### config.mk
export PLATFORM = sky130hd
export DESIGN_NAME = irq_group_combiner
export DESIGN_NICKNAME = d
export VERILOG_FILES = /design/src/rtl/irq_comb_pkg.sv /design/src/rtl/irq_en_bank.sv /design/src/rtl/irq_grp_or.sv /design/src/rtl/irq_rd_port.sv /design/src/rtl/irq_group_combiner.sv
export SDC_FILE = /design/constraint.sdc
export NUM_CORES = 1
export LEC_CHECK = 0
export CAP_MARGIN = 30
export CORE_MARGIN = 1
export CORE_UTILIZATION = 45
export DETAILED_ROUTE_END_ITERATION = 8
export PLACE_DENSITY = 0.84
export SYNTH_ARGS = -nofsm -noshare
export SYNTH_HDL_FRONTEND = slang
export SYNTH_SLANG_ARGS = --single-unit
### constraint.sdc
create_clock -name clk -period 2 [get_ports clk]
set_clock_uncertainty 0.1 [all_clocks]
set_input_delay 0.3 -clock clk [delete_from_list [all_inputs] [get_ports clk]]
set_output_delay 0.3 -clock clk [all_outputs]
set_load 0.02 [all_outputs]
### src/rtl/irq_comb_pkg.sv
package irq_comb_pkg;
  localparam int unsigned OFS_EN_SET = 0;
  localparam int unsigned OFS_EN_CLR = 4;
  localparam int unsigned OFS_RSVD   = 8;
  localparam int unsigned OFS_STATUS = 12;
endpackage

### src/rtl/irq_en_bank.sv
module irq_en_bank #(
  parameter int unsigned W = 32
) (
  input  logic         clk,
  input  logic         rst,
  input  logic [W-1:0] set_mask,
  input  logic [W-1:0] clr_mask,
  output logic [W-1:0] en_q
);
  // clear wins over set for any bit hit by both
  always_ff @(posedge clk) begin
    if (rst) en_q <= '0;
    else     en_q <= (en_q | set_mask) & ~clr_mask;
  end
endmodule

### src/rtl/irq_grp_or.sv
module irq_grp_or #(
  parameter int unsigned N = 8
) (
  input  logic         clk,
  input  logic         rst,
  input  logic [N-1:0] pend,
  output logic         irq_q
);
  always_ff @(posedge clk) begin
    if (rst) irq_q <= 1'b0;
    else     irq_q <= |pend;
  end
endmodule

### src/rtl/irq_rd_port.sv
module irq_rd_port
  import irq_comb_pkg::*;
#(
  parameter int unsigned W      = 32,
  parameter int unsigned ADDR_W = 4
) (
  input  logic              clk,
  input  logic              rst,
  input  logic              rd,
  input  logic [ADDR_W-1:0] addr,
  input  logic [W-1:0]      en,
  input  logic [W-1:0]      status,
  output logic [W-1:0]      rdata
);
  logic [W-1:0] sel;

  always_comb begin
    sel = '0;
    if (addr == ADDR_W'(OFS_EN_SET) || addr == ADDR_W'(OFS_EN_CLR)) sel = en;
    else if (addr == ADDR_W'(OFS_STATUS))                          sel = status;
  end

  always_ff @(posedge clk) begin
    if (rst)     rdata <= '0;
    else if (rd) rdata <= sel;
    else         rdata <= '0;
  end
endmodule

### src/rtl/irq_group_combiner.sv
module irq_group_combiner
  import irq_comb_pkg::*;
#(
  parameter int unsigned GROUP_SIZE = 8,
  parameter int unsigned NUM_GROUPS = 4,
  parameter int unsigned ADDR_W     = 4
) (
  input  logic                                clk,
  input  logic                                rst,
  input  logic [GROUP_SIZE*NUM_GROUPS-1:0]    src_i,
  input  logic [ADDR_W-1:0]                   bus_addr,
  input  logic                                bus_wr,
  input  logic [GROUP_SIZE*NUM_GROUPS-1:0]    bus_wdata,
  input  logic                                bus_rd,
  output logic [GROUP_SIZE*NUM_GROUPS-1:0]    bus_rdata,
  output logic [NUM_GROUPS-1:0]               grp_irq_o
);
  localparam int unsigned W = GROUP_SIZE * NUM_GROUPS;

  logic [W-1:0] set_mask, clr_mask, en_q, status;

  assign set_mask = (bus_wr && bus_addr == ADDR_W'(OFS_EN_SET)) ? bus_wdata : '0;
  assign clr_mask = (bus_wr && bus_addr == ADDR_W'(OFS_EN_CLR)) ? bus_wdata : '0;
  assign status   = src_i & en_q;

  irq_en_bank #(.W(W)) u_en (
    .clk(clk), .rst(rst), .set_mask(set_mask), .clr_mask(clr_mask), .en_q(en_q)
  );

  for (genvar g = 0; g < NUM_GROUPS; g++) begin : g_grp
    irq_grp_or #(.N(GROUP_SIZE)) u_or (
      .clk(clk), .rst(rst),
      .pend(status[g*GROUP_SIZE +: GROUP_SIZE]),
      .irq_q(grp_irq_o[g])
    );
  end

  irq_rd_port #(.W(W), .ADDR_W(ADDR_W)) u_rd (
    .clk(clk), .rst(rst), .rd(bus_rd), .addr(bus_addr),
    .en(en_q), .status(status), .rdata(bus_rdata)
  );
endmodule

==> results.yml, run 1 <==
critical_path:
  setup.worst_path.start_class: "flop"
  cp.required_ns: 1.60
  crit_fanout: 1
  crit_family: "buffers and inverters"
  cp_slowest_cell: "clkdlybuf4s50_1"
  critPathKind: "flop to output pin"
  path_cells: "clkdlybuf4s50_1"
  rrSetupSlack_ns: 1.08
  critical_path_buf_inv_count: 1
  cpPeakStageDelay_ns: 0.60
  critPathArrivalTime_ns: 1.28
  critPathCaptureType: "output pin"
logic_synthesis:
  avgSynthCellArea_um2: 10.31
  synth_most_common_cell: "dfxtp_1"
  syn-num-nets: 322
  yosysUniqueCellTypes: 18
  yosys.area.top_type_share_pct: 52.82
  synth_area_um2: 2577
  synthTopCellsByCount: "68 x dfxtp_1, 32 x a211oi_1, 32 x a21oi_1, 32 x a31oi_1, 32 x nor3b_1"
  syn_inst: 250
  ys_ff_latch: 68
  synth_warnings: 0
  synth_edf_count: 0
  synth.area.top_cells: "dfxtp_1 53%, a211oi_1 9.3%, nor3b_1 9.3%"
  ys_seq_area_share_pct: 52.82
  yosys.area.top_type: "dfxtp_1"
  synthFlopType: "dfxtp_1"
  async_flop_share_pct: 0
floorplanning:
  io_pins: 108
  die_y_um: 77.68
  die_w_um: 77.68
  die_area_um2: 6034
  fp-row-count: 27
  start_util_pct: 46.81
  design.core.area_um2: 5507
layout:
  syn_to_final_growth_pct: 50.15
  stdcell_count: 428
  antenna_cells: 0
  layout-drive-gt1-share_pct: 7.584
  nets: 423
  final_core_util_pct: 70.28
  num-fill-cells: 407
detailed_routing:
  vias: 2464
  finalWirelength_um: 7177
  routed_via_density: 5.757
  wl_per_cell_um: 16.77
  first_pass_iters: 5
  ant_nets: 0
  first_iter_violations: 242
  drc: 0
timing:
  relSlewSlack_pct: 73.31
  setup_viol: 0
  drv_slew: 0
  setup_tns_ns: 0
  period_needed_ns: 1.678
  finalCritPeriodShare_pct: 83.88
  rsz0062_at_grt: "no"
  worst-slew-pin-transition_ns: 0.4004
  hold_viol: 0
  max_clock_freq_mhz: 596.1
clock_network:
  htreeDepth: 3
  cts_tree: "done"
  cts_buffers: 9
  cts_resized: 0
  postCtsHoldBufs: 0
  clock-sinks: 68
  clockBufferDepth: 2
  path_clk_slew_ns: 0.07
  worstSkewPairLatency_ns: 0.34
  clockRootBuffer: "clkbuf_8"
  post-cts-setup-buffer-count: 0
global_routing:
  grt_max_degree: 37
  grt_pass1_vias: 2374
  grt_overflow_total: 0
  grt_usage_pct: 24.73
  grt_antenna_before_repair: 0
  grt_pass1_wl_um: 11520
pwr:
  power_density_nw_per_um2: 699.0
  p_leak_nw: 1.210
  ir_worst_vdd_uv: 374.9
placed_design:
  io_buffers: 107
  hpwl_um: 4858
  place_inst: 412
  place_congestion: 0.7572
outcome:
  outcome: "completed"
run:
  max-cap-violations: 0
min_path:
  hold_class: "flop to flop"
-- logic make-up after synthesis --
family,after synthesis,synth area share [%]
buffers and inverters,29,6.456
and+or+nand+nor,37,11.41
DFF,68,52.82
AOI/OAI and AO/OA,116,29.32
-- cells in the final DEF, fill, tap and decap left out, types with 2 or more instances in the layout --
cell,count
a211oi_1,32
a21oi_1,32
a22oi_1,16
a31oi_1,32
a41oi_1,4
buf_12,2
buf_4,9
clkbuf_1,3
clkbuf_8,12
clkdlybuf4s50_1,107
dfxtp_1,68
nor3b_1,32
-- routing by layer --
metal / GRT usage [%] / wire length (um)
met5: 0 / 0
met4: 12.83 / 212
met3: 6.235 / 433
met2: 40.71 / 3602
met1: 29.64 / 2928
-- through the flow --
| step | total power, mW | setup slack, ns | cell area (um^2) | hold WS (ns) |
|---|---|---|---|---|
| finish | 2.705 | 0.3224 | 3870 | 0.3888 |
| global route | 2.823 | 0.2653 | 3870 | 0.4108 |
| CTS | 2.717 | 0.3160 | 3870 | 0.3921 |
| detailed placement | 1.693 | 0.02699 | 3689 | 0.3818 |
| global placement | 1.686 | 0.1086 | 3689 | 0.3801 |
| floorplan | 1.496 | 0.6136 | 2577 | 0.2970 |
-- cell type report --
type,count,area [um^2],share of cell area (%)
multi-input cells,153,1055,27.26
flip-flops and latches,68,1361,35.18
inverters,1,3.754,0.09699
clock buffers,15,176.4,4.559
repair buffers,118,1179,30.46
well taps,72,90.09,2.328
clock inverters,1,5.005,0.1293
-- path summary, 6_finish.rpt --
kind                             from                             end  depth (start not counted)
max          u_rd.rdata[7]$_SDFF_PP0_                    bus_rdata[7]                          1
min          u_en.en_q[18]$_SDFF_PP0_       u_rd.rdata[18]$_SDFF_PP0_                          1
max reg2reg   u_en.en_q[9]$_SDFF_PP0_  g_grp[1].u_or.irq_q$_SDFF_PP0_                          2
min reg2reg  u_en.en_q[18]$_SDFF_PP0_       u_rd.rdata[18]$_SDFF_PP0_                          1
-- power by group --
part	leakage [nW]	switching [mW]	internal [mW]	total (mW)
sequential	0.548	0.00666	1.36	1.37
combinational	0.568	0.124	0.170	0.294
clock	0.0937	0.487	0.552	1.04
-- registers in the layout, indices dropped and copies added, names as in the netlist --
signal and count:
u_en.en_q 32, g_grp.u_or.irq_q 4, u_rd.rdata 32
Power figures use the tool's default switching activity.
==> inputs of run 2 (changes only) <==
- CORE_UTILIZATION: 45 -> 42
- PLACE_DENSITY: 0.84 -> 0.79
- clock period: 2 -> 1.7 ns (I/O delays scaled with it)
==> results.yml, run 2 (synthesis results as in run 1) <==
outcome:
  outcome: "completed"
critical_path:
  crit_family: "buffers and inverters"
  critPathKind: "flop to output pin"
  cp_slowest_cell: "clkdlybuf4s50_1"
  cp.required_ns: 1.34
  cpPeakStageDelay_ns: 0.64
  critPathCaptureType: "output pin"
  setup.worst_path.start_class: "flop"
  crit_fanout: 1
  critPathArrivalTime_ns: 1.31
  path_cells: "clkdlybuf4s50_1"
  critical_path_buf_inv_count: 1
placed_design:
  place_congestion: 0.7890
  io_buffers: 107
  hpwl_um: 4998
  place_inst: 418
pwr:
  p_leak_nw: 1.220
  finalPower_mw: 3.110
  power_frac_clock_pct: 36.9
  p_sw_mw: 0.7417
  power_density_nw_per_um2: 800.9
  intPower_mw: 2.369
  ir_worst_vdd_uv: 549.5
  p_seq_share_pct: 51.9
  pwr-share-comb_pct: 11.2
  p_sw_share_pct: 23.85
layout:
  top_regs: "u_en.en_q (32), u_rd.rdata (32), g_grp.u_or.irq_q (4)"
  layout_commonest_cell: "clkdlybuf4s50_1"
  antenna_cells: 0
  layout-drive-gt1-share_pct: 8.914
  nets: 426
  stdcell_count: 434
  final_cell_mix: "107 x clkdlybuf4s50_1, 68 x dfxtp_1"
  syn_to_final_growth_pct: 50.68
floorplanning:
  design.core.area_um2: 5921
  io_pins: 108
  die_w_um: 80.34
  die_area_um2: 6454
  fp-row-count: 28
  die_y_um: 80.34
  start_util_pct: 43.53
detailed_routing:
  wl_per_cell_um: 16.37
  first_pass_iters: 4
  vias: 2417
  drc: 0
  first_iter_violations: 142
  ant_nets: 0
  finalWirelength_um: 7105
  routed_via_density: 5.569
timing:
  worst-slew-pin-transition_ns: 0.2625
  hold_viol: 0
  relSlewSlack_pct: 82.45
  period_needed_ns: 1.667
  finalCritPeriodShare_pct: 98.04
  drv_slew: 0
  setup_viol: 0
  max_clock_freq_mhz: 600.0
  setup_tns_ns: 0
  rsz0062_at_grt: "no"
clock_network:
  clock-sinks: 68
  path_clk_slew_ns: 0.07
  clockBufferDepth: 2
  cts_tree: "done"
  clockRootBuffer: "clkbuf_8"
  cts_buffers: 9
  worstSkewPairLatency_ns: 0.34
  postCtsHoldBufs: 0
  post-cts-setup-buffer-count: 0
  cts_resized: 0
  htreeDepth: 3
global_routing:
  grt_pass1_vias: 2329
  grt_antenna_before_repair: 0
  grt_max_degree: 33
  grt_overflow_total: 0
  grt_usage_pct: 23.08
  grt_pass1_wl_um: 11120
run:
  max-cap-violations: 0
min_path:
  hold_class: "flop to flop"
## run 2: power groups by stage
stage | Sequential, mW | Combinational (mW) | Clock, mW
global placement | 1.65 | 0.337 | 0
detailed placement | 1.65 | 0.346 | 0
finish | 1.61 | 0.348 | 1.15
floorplan | 1.65 | 0.112 | 0
global route | 1.61 | 0.374 | 1.24
CTS | 1.61 | 0.348 | 1.16
## run 2: cell type report
class,instances,area [um^2]
clock buffer,11,141.4
clock inverter,5,27.53
fill,504,2037
inverter,1,3.754
multi-input combinational,153,1055
sequential,68,1361
tap,75,93.84
timing repair buffer,121,1201
## run 2: per-layer routing
layer	track usage [%]	share of wire (%)
met3	5.909	5.4
met2	41.45	52
met5	0	0
met4	9.107	1.2
met1	25.88	42
## run 2: worst paths after layout
kind / from / to / slack [ns] / depth (start not counted)
worst max register to register: u_en.en_q[26]$_SDFF_PP0_ / g_grp[3].u_or.irq_q$_SDFF_PP0_ / 0.77 / 2
worst max-delay path: u_rd.rdata[14]$_SDFF_PP0_ / bus_rdata[14] / 0.03 / 1
worst min-delay path: u_en.en_q[25]$_SDFF_PP0_ / u_rd.rdata[25]$_SDFF_PP0_ / 0.39 / 1
worst min register to register: u_en.en_q[25]$_SDFF_PP0_ / u_rd.rdata[25]$_SDFF_PP0_ / 0.39 / 1
## run 2: per-stage QoR
stage	util (%)	instance area [um^2]	setup slack, ns	hold slack (ns)
3_5_place_dp	62.74	3715	-0.2263	0.3848
2_1_floorplan	-	2577	0.3586	0.2520
5_1_grt	65.60	3884	0.01339	0.4059
3_3_place_gp	62.74	3715	-0.1179	0.3800
4_1_cts	65.60	3884	0.02460	0.3942
6_report	65.60	3884	0.03327	0.3947
